[src/rtl/pud_pkg.sv]
package pud_pkg;
    localparam int CFG_W      = 32;
    localparam int PRE_EN_BIT = 28;
    localparam int DLY_LSB    = 16;
    localparam int PWR_LSB    = 4;
    localparam int REF_LSB    = 6;
    localparam int SEL_W      = 2;

    typedef enum logic [1:0] {
        ST_IDLE  = 2'd0,
        ST_WARM  = 2'd1,
        ST_CONV  = 2'd2,
        ST_READY = 2'd3
    } pud_state_e;
endpackage

[src/rtl/pud_cfg_decode.sv]
module pud_cfg_decode
    import pud_pkg::*;
#(
    parameter int DLY_W = 8
) (
    input  logic               clk_i,
    input  logic               rst_ni,
    input  logic [CFG_W-1:0]   cfg_i,
    output logic               pre_en_o,
    output logic [DLY_W-1:0]   dly_o,
    output logic [SEL_W-1:0]   pwr_lvl_o,
    output logic [SEL_W-1:0]   ref_sel_o
);
    localparam logic [SEL_W-1:0] REF_RSVD = '1;

    typedef struct packed {
        logic [SEL_W-1:0] pwr;
        logic [SEL_W-1:0] rsel;
    } sel_t;

    sel_t sel_d, sel_q;
    logic cfg_unused;

    assign cfg_unused = ^cfg_i;
    assign pre_en_o   = cfg_i[PRE_EN_BIT];
    assign dly_o      = cfg_i[DLY_LSB +: DLY_W];

    always_comb begin
        sel_d.pwr  = cfg_i[PWR_LSB +: SEL_W];
        sel_d.rsel = cfg_i[REF_LSB +: SEL_W];
        if (sel_d.rsel == REF_RSVD) begin
            sel_d.rsel = '0;
        end
    end

    always_ff @(posedge clk_i or negedge rst_ni) begin
        if (!rst_ni) begin
            sel_q <= '0;
        end else begin
            sel_q <= sel_d;
        end
    end

    assign pwr_lvl_o = sel_q.pwr;
    assign ref_sel_o = sel_q.rsel;
endmodule

[src/rtl/pud_delay_counter.sv]
module pud_delay_counter #(
    parameter int DLY_W = 8
) (
    input  logic             clk_i,
    input  logic             rst_ni,
    input  logic             load_i,
    input  logic [DLY_W-1:0] load_val_i,
    input  logic             run_i,
    input  logic             tick_i,
    output logic             expire_o
);
    localparam logic [DLY_W-1:0] LAST = DLY_W'(1);

    typedef struct packed {
        logic [DLY_W-1:0] cnt;
    } cnt_t;

    cnt_t c_d, c_q;

    always_comb begin
        c_d = c_q;
        if (load_i) begin
            c_d.cnt = load_val_i;
        end else if (run_i && tick_i && (c_q.cnt != '0)) begin
            c_d.cnt = c_q.cnt - LAST;
        end
    end

    always_ff @(posedge clk_i or negedge rst_ni) begin
        if (!rst_ni) begin
            c_q <= '0;
        end else begin
            c_q <= c_d;
        end
    end

    assign expire_o = run_i && tick_i && (c_q.cnt == LAST);

    AST_CNT_LIVE: assert property (@(posedge clk_i) disable iff (!rst_ni)
        run_i |-> (c_q.cnt != '0));
endmodule

[src/rtl/pud_ctrl.sv]
module pud_ctrl
    import pud_pkg::*;
#(
    parameter int DLY_W = 8
) (
    input  logic             clk_i,
    input  logic             rst_ni,
    input  logic             pre_en_i,
    input  logic [DLY_W-1:0] dly_i,
    input  logic             trig_i,
    input  logic             conv_done_i,
    input  logic             expire_i,
    output logic             load_o,
    output logic             run_o,
    output logic             ana_en_o,
    output logic             grant_o,
    output logic             busy_o
);
    typedef struct packed {
        pud_state_e state;
        logic       pending;
        logic       grant;
    } ctl_t;

    ctl_t s_d, s_q;
    logic no_delay;

    assign no_delay = (dly_i == '0);

    always_comb begin
        s_d       = s_q;
        s_d.grant = 1'b0;
        unique case (s_q.state)
            ST_IDLE: begin
                if (pre_en_i || trig_i) begin
                    if (no_delay) begin
                        s_d.state = trig_i ? ST_CONV : ST_READY;
                        s_d.grant = trig_i;
                    end else begin
                        s_d.state   = ST_WARM;
                        s_d.pending = trig_i;
                    end
                end
            end
            ST_WARM: begin
                if (expire_i) begin
                    s_d.pending = 1'b0;
                    if (s_q.pending || trig_i) begin
                        s_d.state = ST_CONV;
                        s_d.grant = 1'b1;
                    end else begin
                        s_d.state = pre_en_i ? ST_READY : ST_IDLE;
                    end
                end else if (trig_i) begin
                    s_d.pending = 1'b1;
                end else if (!pre_en_i && !s_q.pending) begin
                    s_d.state = ST_IDLE;
                end
            end
            ST_CONV: begin
                if (conv_done_i) begin
                    s_d.state = pre_en_i ? ST_READY : ST_IDLE;
                end
            end
            ST_READY: begin
                if (trig_i) begin
                    s_d.state = ST_CONV;
                    s_d.grant = 1'b1;
                end else if (!pre_en_i) begin
                    s_d.state = ST_IDLE;
                end
            end
            default: s_d.state = ST_IDLE;
        endcase
    end

    always_ff @(posedge clk_i or negedge rst_ni) begin
        if (!rst_ni) begin
            s_q <= '{state: ST_IDLE, pending: 1'b0, grant: 1'b0};
        end else begin
            s_q <= s_d;
        end
    end

    assign load_o   = (s_q.state != ST_WARM) && (s_d.state == ST_WARM);
    assign run_o    = (s_q.state == ST_WARM);
    assign ana_en_o = (s_q.state != ST_IDLE);
    assign grant_o  = s_q.grant;
    assign busy_o   = (s_q.state == ST_CONV) || s_q.pending;

    AST_GRANT_PULSE: assert property (@(posedge clk_i) disable iff (!rst_ni)
        grant_o |=> !grant_o);

    AST_HOLDOFF: assert property (@(posedge clk_i) disable iff (!rst_ni)
        (run_o && !expire_i) |=> !grant_o);

    AST_ANA_DROP: assert property (@(posedge clk_i) disable iff (!rst_ni)
        $fell(ana_en_o) |-> ($past(!pre_en_i) || $past(s_q.state == ST_CONV && conv_done_i)));

    AST_GRANT_POWERED: assert property (@(posedge clk_i) disable iff (!rst_ni)
        grant_o |-> ana_en_o);
endmodule

[src/rtl/pud_seq_top.sv]
module pud_seq_top
    import pud_pkg::*;
#(
    parameter int DLY_W = 8
) (
    input  logic             clk_i,
    input  logic             rst_ni,
    input  logic [31:0]      cfg_i,
    input  logic             trig_i,
    input  logic             tick_i,
    input  logic             conv_done_i,
    output logic             ana_en_o,
    output logic             grant_o,
    output logic             busy_o,
    output logic [1:0]       pwr_lvl_o,
    output logic [1:0]       ref_sel_o
);
    logic             pre_en;
    logic [DLY_W-1:0] dly;
    logic             load, run, expire;

    pud_cfg_decode #(.DLY_W(DLY_W)) u_cfg (
        .clk_i     (clk_i),
        .rst_ni    (rst_ni),
        .cfg_i     (cfg_i),
        .pre_en_o  (pre_en),
        .dly_o     (dly),
        .pwr_lvl_o (pwr_lvl_o),
        .ref_sel_o (ref_sel_o)
    );

    pud_delay_counter #(.DLY_W(DLY_W)) u_cnt (
        .clk_i      (clk_i),
        .rst_ni     (rst_ni),
        .load_i     (load),
        .load_val_i (dly),
        .run_i      (run),
        .tick_i     (tick_i),
        .expire_o   (expire)
    );

    pud_ctrl #(.DLY_W(DLY_W)) u_ctrl (
        .clk_i       (clk_i),
        .rst_ni      (rst_ni),
        .pre_en_i    (pre_en),
        .dly_i       (dly),
        .trig_i      (trig_i),
        .conv_done_i (conv_done_i),
        .expire_i    (expire),
        .load_o      (load),
        .run_o       (run),
        .ana_en_o    (ana_en_o),
        .grant_o     (grant_o),
        .busy_o      (busy_o)
    );
endmodule

[config.mk]
export PLATFORM = sky130hd
export DESIGN_NAME = pud_seq_top
export DESIGN_NICKNAME = d
export VERILOG_FILES = /design/src/rtl/pud_pkg.sv /design/src/rtl/pud_cfg_decode.sv /design/src/rtl/pud_delay_counter.sv /design/src/rtl/pud_ctrl.sv /design/src/rtl/pud_seq_top.sv
export SDC_FILE = /design/constraint.sdc
export NUM_CORES = 1
export LEC_CHECK = 0
export ABC_AREA = 1
export CAP_MARGIN = 20
export CORE_MARGIN = 3
export CORE_UTILIZATION = 41
export CTS_BUF_LIST = sky130_fd_sc_hd__clkbuf_8
export DETAILED_ROUTE_END_ITERATION = 7
export PLACE_DENSITY = 0.78
export SKIP_CTS_REPAIR_TIMING = 1
export SLEW_MARGIN = 20
export SYNTH_ARGS = -nofsm -noshare
export SYNTH_HDL_FRONTEND = slang
export SYNTH_SLANG_ARGS = --single-unit
[constraint.sdc]
create_clock -name clk_i -period 1.6 [get_ports clk_i]
set_input_delay 0.48 -clock clk_i [delete_from_list [all_inputs] [get_ports clk_i]]
set_output_delay 0.48 -clock clk_i [all_outputs]
set_load 0.01 [all_outputs]
==> metrics.md <==
| Metric | Value |
|---|---|
| Run status | complete, but fails checks |
| Failing checks | setup timing |
| Multiplexer share of the synthesized area | 0% |
| DRC violations left | 0 |
| Total Die Area | 3503 um^2 |
| Core area | ~2600 um^2 |
| Number of synthesized register bits | 16 |
| Routed length per instance | 15.29 um |
| Worst r2r path cells | 10 |
| Gate count after technology mapping | around 150 |
| Later-pin clock latency in the skew report | approximately 0.25 ns |
| Stage delay of the slowest cell on the critical path | just over 0.4 ns |
| Share of the synthesized area in the top cell type | approximately 35% |
| Sequential element share of the synthesized area | 34.52% |
| Nature of the critical path endpoint | flip-flop |
| Unrepaired setup endpoints after global routing | yes |
| Area of all placed cells without fillers | 1951 um^2 |
| Library cell with the largest summed area after synthesis | sky130_fd_sc_hd__dfrtp_1 |
| Max Fanout on Critical Path | 5 |
| Final Hold Violating Endpoints | 0 |
| Headroom to the max-slew limit | between 80% and 90% |
| Initial antenna violation count | 0 |
| Period utilization | 104.9% |
| Hold Path Cell Cnt | 3 |
| TritonCTS sink count | 16 |
| Routability cong. | roughly 0.94 |
| Total iterations of the first detailed-routing run | 4 |
| Power per cell area | roughly 1700 nW/um^2 |
| WP data arrival | 1.82 ns |
| MaxCap Viol Count | 0 |
| Max Clock Freq | slightly below 0.6 GHz |
| Post-detailed-placement cell area | between 1500 and 2000 um^2 |
| Share of total power in the clock network | 11.2% |
| Number of logic stages on the critical path including buffering | 10 |
| Yosys warnings | 0 |
| Leakage power total | 1.088 nW |
| Multi-input combinational cell area | between 800 and 900 um^2 |
| Synth Area in Compound Gates | between 7 and 8% |
| Comb power frac | slightly below 70% |
| Class of the most critical hold timing path | in2reg |
| Number of clock buffers inserted by TritonCTS | 3 |
| Most common cell type on the critical path | sky130_fd_sc_hd__nand2_1 |
| Setup Crit Path Kind | reg2reg |
| CTS tree | built |
| Detail Route Antenna Nets | 0 |
| Post-synthesis instance area | between 1000 and 1500 um^2 |
| Vias in the first global route | between 1k and 1.5k |
| Synth Area in XOR/XNOR | under 10% |
| Mean instance size in the synthesized netlist | 7.532 um^2 |
| Total of endpoints with negative setup slack in the final report | 8 |
| Maximum number of pins on one net before global-route repair | 17 |
| Adder-cell area share of the yosys netlist | under 10% |
| Vertical extent of the die | slightly below 60 um |
| Top delay family on crit path | simple AND/OR/NAND/NOR gates |
| Post-layout worst setup margin | -0.07767 ns |
| Leading cell types by total area after synthesis | sky130_fd_sc_hd__dfrtp_1 35%, sky130_fd_sc_hd__nand2_1 13%, sky130_fd_sc_hd__nand3_1 7.3%, sky130_fd_sc_hd__inv_1 6.1%, sky130_fd_sc_hd__nor2_1 4.9% |
| Worst setup skew after layout | a little under 0.002 ns |
| Net switching power | 1.535 mW |
| Post-detailed-placement half-perimeter wirelength | roughly 2400 um |
| First-pass GRT wire length | between 5000 and 6000 um |
| Sequence of cells on the critical path | nor2_2 -> buf_4 -> buf_6 -> a21oi_1 -> nand3_2 -> nand3_4 -> nor2_8 -> nand3_1 -> nand2_1 -> nand2_1 |
| Distinct cell type count after synthesis | 27 |
| Sequential cell area in the final layout | approximately 400 um^2 |
| Ratio of routed vias to standard cells | 5.215 |
| Depth of the CTS H-tree | 1 |
| Maximum number of buffers from clock root to sink | 2 |
| Slew at the pin with the worst max-slew slack | 0.2534 ns |
| Period minus WS final | between 1.5 and 2 ns |
| Die Width | 59.19 um |
| Final Max Slew Viols | 0 |
| Total I/O pin count | 44 |
| Global-route congestion overflow total | 0 |
| Synthesized Nets | between 150 and 200 |
| Total wire length after detailed routing | 3761 um |
| CP Data Required Time | between 1.5 and 2 ns |
| Worst Path Buf+Inv | 2 |
| Clock transition at the registers of the reported paths | about 0.070 ns |
| Row Count | 18 |
| Slowest cell on the critical path | sky130_fd_sc_hd__dfrtp_1 |
| Layout cell share with drive strength beyond 1 | around two fifths |
| Sequential Power Share | approximately a fifth |
| Violation count after the first detailed-routing iteration | 30 |
| Internal power | roughly 1.8 mW |
| Antenna diode instance count | 0 |
| Count of nets after finishing | 257 |
| Final hold slack | approximately 0.49 ns |
| Via Count | 1283 |
| Total of buffers placed on input and output ports | 24 |
| Starting utilization of the core area | 44.78% |
| Fillers | 177 |
| Cell chosen for the clock root | sky130_fd_sc_hd__clkbuf_8 |
| Simple-gate share of the synthesized area | between 40% and 50% |
| Largest family of logic cells by synthesized area | simple AND/OR/NAND/NOR gates |
| Global-route total usage across every layer | around 20% |
| Worst IR Drop VDD | about 1300 uV |
| Area growth, synth to finish | 68.18% |
| Net Sw Frac | between 40% and 50% |
| Category of the worst setup path launch point | flip-flop |
==> layer usage <==
layer  global-route usage, %  vias to the layer above  share of wire [%]
li1                        -                      613                  -
met1                   22.36                      624                 37
met2                   35.57                       38                 56
met3                   5.229                        8                5.3
met4                   7.443                        0                1.4
met5                       0                        -                  0
==> power groups by stage <==
stage | logic, mW | clock network [mW] | registers, mW
CTS | 1.69 | 0.372 | 0.656
finish | 2.26 | 0.369 | 0.679
global route | 2.48 | 0.394 | 0.690
floorplan | 1.08 | 0 | 0.681
detailed placement | 1.68 | 0 | 0.661
global placement | 1.62 | 0 | 0.657
==> worst min-delay path: cells and delay by family <==
| family | cells | cell delay [ns] |
|---|---|---|
| buffers and inverters | 2 | 0.17 |
| AOI/OAI and AO/OA | 1 | 0.07 |
==> cell usage in the layout (no fill, tap or decap), types with 5 or more instances in the layout <==
cell type                         instances
sky130_fd_sc_hd__buf_4                   29
sky130_fd_sc_hd__clkdlybuf4s50_1          5
sky130_fd_sc_hd__dfrtp_1                 16
sky130_fd_sc_hd__dlymetal6s2s_1          18
sky130_fd_sc_hd__inv_1                   15
sky130_fd_sc_hd__inv_2                    6
sky130_fd_sc_hd__nand2_1                 32
sky130_fd_sc_hd__nand2_2                 11
sky130_fd_sc_hd__nand3_1                 10
sky130_fd_sc_hd__nand3_2                  7
sky130_fd_sc_hd__nand3_4                  5
sky130_fd_sc_hd__nor2_1                  11
sky130_fd_sc_hd__nor2_2                   5
sky130_fd_sc_hd__nor2_4                   5
==> final timing paths <==
kind,startpoint,to,slack [ns]
min,cfg_i[16],u_cnt.c_q[0]$_DFFE_PN0P_,0.49
max,u_ctrl.s_q[2]$_DFF_PN0_,u_cnt.c_q[4]$_DFFE_PN0P_,-0.08
min in group asynchronous,rst_ni,u_ctrl.grant_o$_DFF_PN0_,0.55
max in group asynchronous,rst_ni,u_ctrl.s_q[3]$_DFF_PN0_,0.86
min reg2reg,u_cnt.c_q[7]$_DFFE_PN0P_,u_cnt.c_q[7]$_DFFE_PN0P_,0.57
max reg2reg,u_ctrl.s_q[2]$_DFF_PN0_,u_cnt.c_q[4]$_DFFE_PN0P_,-0.08
==> cell type report <==
cell class	count	area share, %
multi-input combinational	117	41.82
timing repair buffer	58	28.86
sequential	16	20.53
inverter	21	4.041
clock buffer	4	2.822
tap	30	1.924
==> flip-flops by register name (all words and copies together) (netlist names) <==
register         cells
u_cfg.ref_sel_o      2
u_ctrl.grant_o       1
u_cnt.c_q            8
u_cfg.pwr_lvl_o      2
u_ctrl.s_q           3
==> Yosys cell counts (all sizes together) <==
| cell type | count |
|---|---|
| a211oi | 1 |
| o221ai | 1 |
| xor2 | 4 |
| dfrtp | 16 |
| inv | 21 |
| ha | 3 |
| xnor2 | 1 |
| nand3 | 22 |
| nand3b | 3 |
| nand2 | 44 |
| nor2 | 21 |
| nor3 | 2 |
| o21ai | 7 |
| buf | 2 |
| or2 | 1 |
| a21oi | 5 |
==> stage by stage <==
stage	std cells	setup WS [ns]	util, %	power, mW	setup TNS, ns
6_report	246	-0.07767	75.31	3.307	-0.4188
5_1_grt	246	-0.1585	75.31	3.567	-1.013
4_1_cts	236	-0.3148	64.30	2.718	-2.531
3_5_place_dp	232	-0.5303	62.17	2.337	-4.664
3_3_place_gp	232	-0.4705	62.17	2.278	-4.101
2_1_floorplan	154	0.06125	-	1.757	0
==> cells by family (layout without fill, tap and decap cells) <==
| group | after synthesis | in the layout |
|---|---|---|
| buffers and inverters | 23 | 83 |
| flip-flops | 16 | 16 |
| AND/OR/NAND/NOR | 93 | 95 |
| AO/OA/AOI/OAI | 14 | 14 |
| XOR/XNOR | 5 | 5 |
| adder cells (fa/ha/maj) | 3 | 3 |
No activity file was read; power rests on OpenSTA's default activity.
